--- src/rtl/seq_pkg.sv ---
package seq_pkg;

  localparam int OPC_W = 4;
  localparam int IDX_W = 2;
  localparam int ALU_W = 3;

  localparam logic [OPC_W-1:0] OP_NOP  = 4'd0;
  localparam logic [OPC_W-1:0] OP_LOAD = 4'd1;
  localparam logic [OPC_W-1:0] OP_STOR = 4'd2;
  localparam logic [OPC_W-1:0] OP_LDI  = 4'd3;
  localparam logic [OPC_W-1:0] OP_ADD  = 4'd4;
  localparam logic [OPC_W-1:0] OP_SUB  = 4'd5;
  localparam logic [OPC_W-1:0] OP_SHL  = 4'd6;
  localparam logic [OPC_W-1:0] OP_SHR  = 4'd7;
  localparam logic [OPC_W-1:0] OP_NAND = 4'd8;
  localparam logic [OPC_W-1:0] OP_BR   = 4'd9;
  localparam logic [OPC_W-1:0] OP_IN   = 4'd11;
  localparam logic [OPC_W-1:0] OP_OUT  = 4'd12;
  localparam logic [OPC_W-1:0] OP_MOV  = 4'd13;
  localparam logic [OPC_W-1:0] OP_RET  = 4'd14;

  typedef enum logic [3:0] {
    ST_IDLE,
    ST_FETCH,
    ST_DECODE,
    ST_IMM,
    ST_EXEC,
    ST_BRANCH,
    ST_LDST,
    ST_WB,
    ST_HOLD
  } seqState_e;

  typedef enum logic [ALU_W-1:0] {
    ALU_PASS = 3'd0,
    ALU_ADD  = 3'd1,
    ALU_SUB  = 3'd2,
    ALU_SHL  = 3'd3,
    ALU_SHR  = 3'd4,
    ALU_NAND = 3'd5
  } aluOp_e;

  // Capture strobes from the sequencer to the register-holding datapath
  typedef struct packed {
    logic irLoad;
    logic immLoad;
  } capStrobe_t;

  function automatic aluOp_e aluFor(input logic [OPC_W-1:0] op);
    case (op)
      OP_ADD:  return ALU_ADD;
      OP_SUB:  return ALU_SUB;
      OP_SHL:  return ALU_SHL;
      OP_SHR:  return ALU_SHR;
      OP_NAND: return ALU_NAND;
      default: return ALU_PASS;
    endcase
  endfunction

endpackage

--- src/rtl/irHold.sv ---
module irHold
  import seq_pkg::*;
#(
  parameter int DATA_W = 8
) (
  input  logic              clk,
  input  logic              rstN,
  input  capStrobe_t        cap,
  input  logic [DATA_W-1:0] romByte,
  output logic [DATA_W-1:0] irWord,
  output logic [DATA_W-1:0] immWord
);

  always_ff @(posedge clk or negedge rstN) begin
    if (!rstN) begin
      irWord  <= '0;
      immWord <= '0;
    end else begin
      if (cap.irLoad)  irWord  <= romByte;
      if (cap.immLoad) immWord <= romByte;
    end
  end

endmodule

--- src/rtl/ctlFsm.sv ---
module ctlFsm
  import seq_pkg::*;
(
  input  logic             clk,
  input  logic             rstN,
  input  logic             startIn,
  input  logic             contIn,
  input  logic             zFlag,
  input  logic             nFlag,
  input  logic [OPC_W-1:0] opcode,
  input  logic [IDX_W-1:0] brKind,
  output capStrobe_t       cap,
  output logic             pcEn,
  output logic             lrEn,
  output logic             brSel,
  output logic             retSel,
  output logic             rfWrEn,
  output logic             inSel,
  output logic             immSel,
  output logic [ALU_W-1:0] aluMode,
  output logic             ramWr,
  output logic             wbSel,
  output logic             outEn
);

  seqState_e state, nextState;

  always_ff @(posedge clk or negedge rstN) begin
    if (!rstN) state <= ST_IDLE;
    else       state <= nextState;
  end

  always_comb begin
    nextState = state;
    cap       = '0;
    pcEn      = 1'b0;
    lrEn      = 1'b0;
    brSel     = 1'b0;
    retSel    = 1'b0;
    rfWrEn    = 1'b0;
    inSel     = 1'b0;
    immSel    = 1'b0;
    aluMode   = ALU_PASS;
    ramWr     = 1'b0;
    wbSel     = 1'b0;
    outEn     = 1'b0;

    case (state)
      ST_IDLE: begin
        if (startIn) begin
          pcEn      = 1'b1;
          nextState = ST_FETCH;
        end
      end

      ST_FETCH: begin
        cap.irLoad = 1'b1;
        nextState  = ST_DECODE;
      end

      ST_DECODE: begin
        case (opcode)
          OP_LOAD, OP_STOR, OP_LDI: begin
            pcEn      = 1'b1;
            nextState = ST_IMM;
          end
          OP_BR:  nextState = ST_BRANCH;
          OP_RET: begin
            pcEn      = 1'b1;
            retSel    = 1'b1;
            nextState = ST_FETCH;
          end
          OP_NOP, OP_ADD, OP_SUB, OP_SHL, OP_SHR, OP_NAND,
          OP_IN, OP_OUT, OP_MOV: nextState = ST_EXEC;
          default: begin
            pcEn      = 1'b1;
            nextState = ST_FETCH;
          end
        endcase
      end

      ST_IMM: begin
        cap.immLoad = 1'b1;
        nextState   = ST_LDST;
      end

      ST_LDST: begin
        immSel = 1'b1;
        if (opcode == OP_STOR) begin
          ramWr     = 1'b1;
          pcEn      = 1'b1;
          nextState = ST_FETCH;
        end else begin
          nextState = ST_WB;
        end
      end

      ST_EXEC: begin
        aluMode   = aluFor(opcode);
        inSel     = (opcode == OP_IN);
        outEn     = (opcode == OP_OUT);
        nextState = (opcode == OP_OUT) ? ST_HOLD : ST_WB;
      end

      ST_HOLD: begin
        if (contIn) nextState = ST_WB;
      end

      ST_WB: begin
        pcEn      = 1'b1;
        rfWrEn    = !(opcode == OP_NOP || opcode == OP_STOR || opcode == OP_OUT);
        wbSel     = (opcode == OP_LOAD);
        immSel    = (opcode == OP_LDI);
        nextState = ST_FETCH;
      end

      ST_BRANCH: begin
        pcEn = 1'b1;
        case (brKind)
          2'd1:    brSel = zFlag;
          2'd2:    brSel = nFlag;
          default: brSel = 1'b1;
        endcase
        lrEn      = (brKind == 2'd3);
        nextState = ST_FETCH;
      end

      default: nextState = ST_IDLE;
    endcase
  end

endmodule

--- src/rtl/instrSequencer.sv ---
module instrSequencer
  import seq_pkg::*;
#(
  parameter int DATA_W = 8
) (
  input  logic              clk,
  input  logic              rstN,
  input  logic              startIn,
  input  logic              contIn,
  input  logic [DATA_W-1:0] romByte,
  input  logic              zFlag,
  input  logic              nFlag,
  output logic              pcEn,
  output logic              lrEn,
  output logic              brSel,
  output logic              retSel,
  output logic              rfWrEn,
  output logic              inSel,
  output logic              immSel,
  output logic [ALU_W-1:0]  aluMode,
  output logic              ramWr,
  output logic              wbSel,
  output logic              outEn,
  output logic [IDX_W-1:0]  raIdx,
  output logic [IDX_W-1:0]  rbIdx,
  output logic [DATA_W-1:0] immVal
);

  localparam int OPC_LSB = DATA_W - OPC_W;
  localparam int RA_LSB  = IDX_W;

  capStrobe_t        capBus;
  logic [DATA_W-1:0] irWord;
  logic [DATA_W-1:0] immWord;

  irHold #(.DATA_W(DATA_W)) u_hold (
    .clk     (clk),
    .rstN    (rstN),
    .cap     (capBus),
    .romByte (romByte),
    .irWord  (irWord),
    .immWord (immWord)
  );

  ctlFsm u_fsm (
    .clk     (clk),
    .rstN    (rstN),
    .startIn (startIn),
    .contIn  (contIn),
    .zFlag   (zFlag),
    .nFlag   (nFlag),
    .opcode  (irWord[OPC_LSB +: OPC_W]),
    .brKind  (irWord[RA_LSB +: IDX_W]),
    .cap     (capBus),
    .pcEn    (pcEn),
    .lrEn    (lrEn),
    .brSel   (brSel),
    .retSel  (retSel),
    .rfWrEn  (rfWrEn),
    .inSel   (inSel),
    .immSel  (immSel),
    .aluMode (aluMode),
    .ramWr   (ramWr),
    .wbSel   (wbSel),
    .outEn   (outEn)
  );

  assign raIdx  = irWord[RA_LSB +: IDX_W];
  assign rbIdx  = irWord[0 +: IDX_W];
  assign immVal = immWord;

endmodule

--- config.mk ---
export PLATFORM = sky130hd
export DESIGN_NAME = instrSequencer
export DESIGN_NICKNAME = d
export VERILOG_FILES = /design/src/rtl/seq_pkg.sv /design/src/rtl/irHold.sv /design/src/rtl/ctlFsm.sv /design/src/rtl/instrSequencer.sv
export SDC_FILE = /design/constraint.sdc
export NUM_CORES = 1
export LEC_CHECK = 0
export ABC_AREA = 1
export BUFFER_PORTS_ARGS = -buffer_cell sky130_fd_sc_hd__buf_4
export CORE_MARGIN = 2
export CORE_UTILIZATION = 30
export DETAILED_ROUTE_END_ITERATION = 6
export GPL_TIMING_DRIVEN = 0
export PLACE_DENSITY = 0.63
export SLEW_MARGIN = 10
export SYNTH_ARGS = -nofsm -noshare
export SYNTH_HDL_FRONTEND = slang
export SYNTH_SLANG_ARGS = --single-unit
--- constraint.sdc ---
create_clock -name clk -period 2.4 [get_ports clk]
set_clock_uncertainty 0.2 [all_clocks]
set_input_delay 0.36 -clock clk [delete_from_list [all_inputs] [get_ports clk]]
set_output_delay 0.36 -clock clk [all_outputs]
set_load 0.01 [all_outputs]
Yosys cells after proc, flatten, opt, wreduce, memory -nomap -nowiden
Cells that the tools add are included.
W data, S select, Z words.
- reductions and logical operators: 10
- muxes and demuxes: 25
- equal/unequal tests: 26
- operators by type and width (cell ; count):
    $eq A4 B3 Y1 const B ; 8
    $pmux W4 S8 ; 1
    $eq A4 B4 Y1 const B ; 7
    $eq A4 B2 Y1 const B ; 4
    $pmux W3 S5 ; 1
    $mux W1 ; 14
    $mux W4 ; 3
    $reduce_or A10 Y1 ; 1
    $pmux W3 S3 ; 1
    $reduce_or A9 Y1 ; 1
    $eq A4 B1 Y1 const B ; 2
    $logic_not A4 Y1 ; 2
    $mux W3 ; 2
    $eq A2 B2 Y1 const B ; 2
    $ne A2 B2 Y1 const B ; 2
    $pmux W1 S2 ; 2
    $pmux W1 S4 ; 1
    $reduce_or A3 Y1 ; 1
    $eq A2 B1 Y1 const B ; 1
    $logic_or A1 B1 Y1 ; 2
    $reduce_and A2 Y1 ; 1
    $reduce_or A2 Y1 ; 1
    $logic_not A1 Y1 ; 1
- flip-flop bits (word level): 20
- input port bits: 14

Depth between registers and ports, before layout
- depth in word-level cells: 5
- depth in mapped cells: 8
- gate-level depth less buffers: 8

Modules after synthesis
From an unflattened synthesis, not the netlist that was laid out.
- cells, all modules: 166
- area, all modules: 1194.9 um^2
- by module, submodules not included (module ; area each (um^2) ; seq. area each (um^2) ; cells an instance ; times used):
    irHold ; 610.6 ; 400.4 ; 68 ; 1
    ctlFsm ; 584.3 ; 100.1 ; 98 ; 1

Worst setup path before layout
No wires, ideal clock.
- kind: register to output
- start point: reg u_fsm.state[0]
- end point: out pcEn
- arrival: 1143 ps
- stages on the path, launching flop included: 8
- path buffers: 0
- setup slack: 697 ps
- data required time: 1840 ps
- cells stage by stage: dfrtp_1 inv_2 nand2_1 nor2_1 inv_2 nor2_1 a21oi_1 nand3_1
- word-level cells in the longest chain between the ends: 3
- elaborated cells on any way between the ends: 7
- ends and longest elaborated chain (element ; line ; source):
    start: declaration ; ctlFsm.sv:26 ; seqState_e state, nextState;
    start signal: assignment ; ctlFsm.sv:30 ; else state <= nextState;
    $eq A4 B3 Y1 ; ctlFsm.sv:48 ; case (state)
    $reduce_or A2 Y1 (no line) ; - ;
    $pmux W1 S4 * ; ctlFsm.sv:48 ;
    end: declaration ; instrSequencer.sv:13 ; output logic pcEn,
Mark *: on every way between the ends. The rest lies on a longest branch, timed or not.

Final worst setup path
Ends and elaborated chain as after synthesis.

==> impl_metrics.json <==
{
  "status": "finished, final reports clean",
  "syn_area_um2": 1166,
  "ios": 39,
  "pwr-share-seq_pct": 34.7,
  "r2r_setup_slack_ns": 0.83,
  "synth_fp_nets": 181,
  "drive_gt1_share_pct": 27.67,
  "critPathMaxStageDelay_ns": 0.45,
  "clkSlewWorstSetupHoldPaths_ns": 0.07,
  "start_util_pct": 31.61,
  "core_area_um2": 3689,
  "synth_top_area_share_pct": 42.92,
  "ant_nets": 0,
  "clock_sinks": 20,
  "grt_overflow": 0,
  "wl_mm": 2.613,
  "ir_drop_mv": 0.6149,
  "combPwrFrac_pct": 54.6,
  "switchingPower_w": 0.0008537,
  "numCtsBuffers": 3,
  "crit_end": "pcEn",
  "synth.yosys.seq_area_share_pct": 42.92,
  "antennaDiodeCount": 0,
  "slew_viol_final": 0,
  "cp-end-kind": "output port",
  "totalNegativeSetupSlack_ns": 0,
  "synth_xor_area_share_pct": 0,
  "firstDrtPassIters": 4,
  "synthAdderAreaFrac_pct": 3.219,
  "clockPowerShare_pct": 10.7,
  "grt_max_degree": 21,
  "wl_per_cell_um": 10.29,
  "fmax_ghz": 0.4846,
  "die_h_um": 66.35,
  "p_total_w": 0.001917,
  "reg2reg_to": "u_hold.immWord[7]",
  "internal_power_w": 0.001063,
  "critPathLaunch": "u_fsm.state[0]",
  "final_cell_mix": "nand2_1 (43), buf_4 (42), inv_1 (22)",
  "crit_fanout": 5,
  "worstMarginPinSlew_ns": 0.2898,
  "synth-seq-cells": 20,
  "reg2reg_depth": 7,
  "hold_path_class": "in2reg",
  "ys_warn_count": 0,
  "synthCells": 164,
  "postCtsSetupRepairBufs": 0,
  "dp_hpwl_mm": 2.080,
  "r2r-start": "u_fsm.state[2]",
  "grt_usage_pct": 12.62,
  "yosys.cell_types.count": 19,
  "worstPathCellList": "inv_2 -> nand2_1 -> nor2_1 -> inv_2 -> nor2_1 -> a21oi_1 -> nand3_1 -> buf_4",
  "place_congestion": 0.9140,
  "portBuffers": 38,
  "cts.htree.levels": 1,
  "cts_tree": "done",
  "synthSimpleGateAreaFrac_pct": 29.83,
  "fin_crit_sh_pct": 85.98,
  "grt_pass1_wl_mm": 4.485,
  "viasPerCell": 4.535,
  "cp.arrival_ns": 1.50,
  "die-area_um2": 4402,
  "root_buffer": "clkbuf_8",
  "power_leakage_nw": 0.8372,
  "grt_pass1_vias": 1119,
  "final_common_cell": "nand2_1",
  "synth_top_area_cell": "dfrtp_1",
  "synth_compound_area_share_pct": 11.91,
  "ys_top_cells_by_area": "dfrtp_1 (43%), nand2_1 (14%), o21ai_1 (7.3%), inv_1 (7.1%), nor2_1 (5.8%)",
  "num_rows": 22,
  "swShare_pct": 44.54,
  "finalHoldViolations": 0,
  "route.detailed.drc": 0,
  "min_period_ns": 2.063,
  "final_nets": 225,
  "crit_required_ns": 1.84,
  "timing_worst_setup_path_type": "reg2out",
  "cap_viol_max_count": 0,
  "dieWidth_um": 66.35,
  "area_delta_synth_final_pct": 34.01,
  "synthMuxAreaShare_pct": 0,
  "insertion_delay_ns": 0.25,
  "setup_viol": 0,
  "avgSynthCellArea_um2": 7.110,
  "drt_iter0_drc": 59,
  "rsz0062_at_grt": "no",
  "num_vias": 1152,
  "cts_resized": 0,
  "power_density_nw_per_um2": 1227,
  "antenna_found_initial": 0,
  "relSlewSlack_pct": 80.61,
  "ctsLongestPathBuffers": 2,
  "synth_top_family_by_area": "simple AND/OR/NAND/NOR gates",
  "critPathLaunchType": "flip-flop",
  "crit_slowest_cell": "dfrtp_1"
}
-- layout make-up --
type                            count  area (µm²)
Tap cell                           48       60.06
Sequential cell                    20       500.5
Inverter                           27       101.3
Buffer                              6       40.04
Timing Repair Buffer               39       295.3
Clock buffer                        3       41.29
Fill cell                         408        2126
Multi-Input combinational cell    111       524.3
-- routing by layer --
metal  track usage, %  share of wire, %
met1            14.99                45
met2            22.63                48
met3            2.896               6.5
met4            3.316              0.31
met5                0                 0
-- cell families (layout without fill, tap and decap cells) --
kind of cell / Yosys count / in the layout
fa+ha+maj: 3 / 3
simple gates: 82 / 82
compound gates: 26 / 26
buf+inv: 33 / 75
flops: 20 / 20
-- flip-flops by register name, summed over array words and instances (netlist names) --
name and count:
u_hold.immWord 8, u_hold.irWord 8, u_fsm.state 4
-- through the flow --
stage          std cells  worst slack, ns  utilization [%]  cell area (µm²)  hold WS [ns]
6_report             254           0.3366            42.37             1563        0.1767
3_3_place_gp         250           0.5923            40.98             1511       0.04856
2_1_floorplan        164           0.6966                -             1166       -0.1356
3_5_place_dp         250           0.6133            40.98             1511       0.05113
5_1_grt              254           0.1713            42.37             1563        0.1815
4_1_cts              254           0.3318            42.37             1563        0.1755
-- how the worst min path moves through the flow --
stage | cells past startpoint | slack, ns | from | end
after floorplan | 0 | -0.14 | rstN | u_fsm.state[0]
after global placement | 1 | 0.05 | rstN | u_hold.immWord[1]
after detailed placement | 1 | 0.05 | rstN | u_hold.immWord[1]
after CTS | 3 | 0.18 | romByte[0] | u_hold.immWord[0]
after global routing | 3 | 0.18 | romByte[2] | u_hold.immWord[2]
final | 3 | 0.18 | romByte[6] | u_hold.immWord[6]
-- power by group through the flow --
stage	clock, W	combinational, W	sequential, W
after CTS	0.000213	0.00106	0.000665
after global routing	0.000227	0.00120	0.000695
after detailed placement	0	0.00105	0.000670
after global placement	0	0.00105	0.000668
final	0.000205	0.00105	0.000665
after floorplan	0	0.000677	0.000663
-- cell usage after synthesis --
master / n
buf_2: 2
inv_2: 5
o31ai_1: 1
nand2_1: 43
dfrtp_1: 20
buf_4: 4
nand3_1: 13
inv_1: 22
or2_1: 1
o211ai_1: 1
ha_1: 3
nor4_1: 3
o21ai_1: 17
o21ai_2: 1
nand2_2: 1
nor2_2: 2
a21oi_1: 6
nand3_2: 1
nor2_1: 18
-- critical path: cells and delay by family, from the launching register on --
kind | cells | cell delay [ns]
simple gates | 4 | 0.46
flops | 1 | 0.45
buf+inv | 3 | 0.29
compound gates | 1 | 0.06
-- repair_timing --
item,4_1_cts,5_1_grt
hold endpoints to repair,20,0
hold buffers,1,0
endpoints found under the setup margin,0,0
Power figures use the tool's default switching activity.
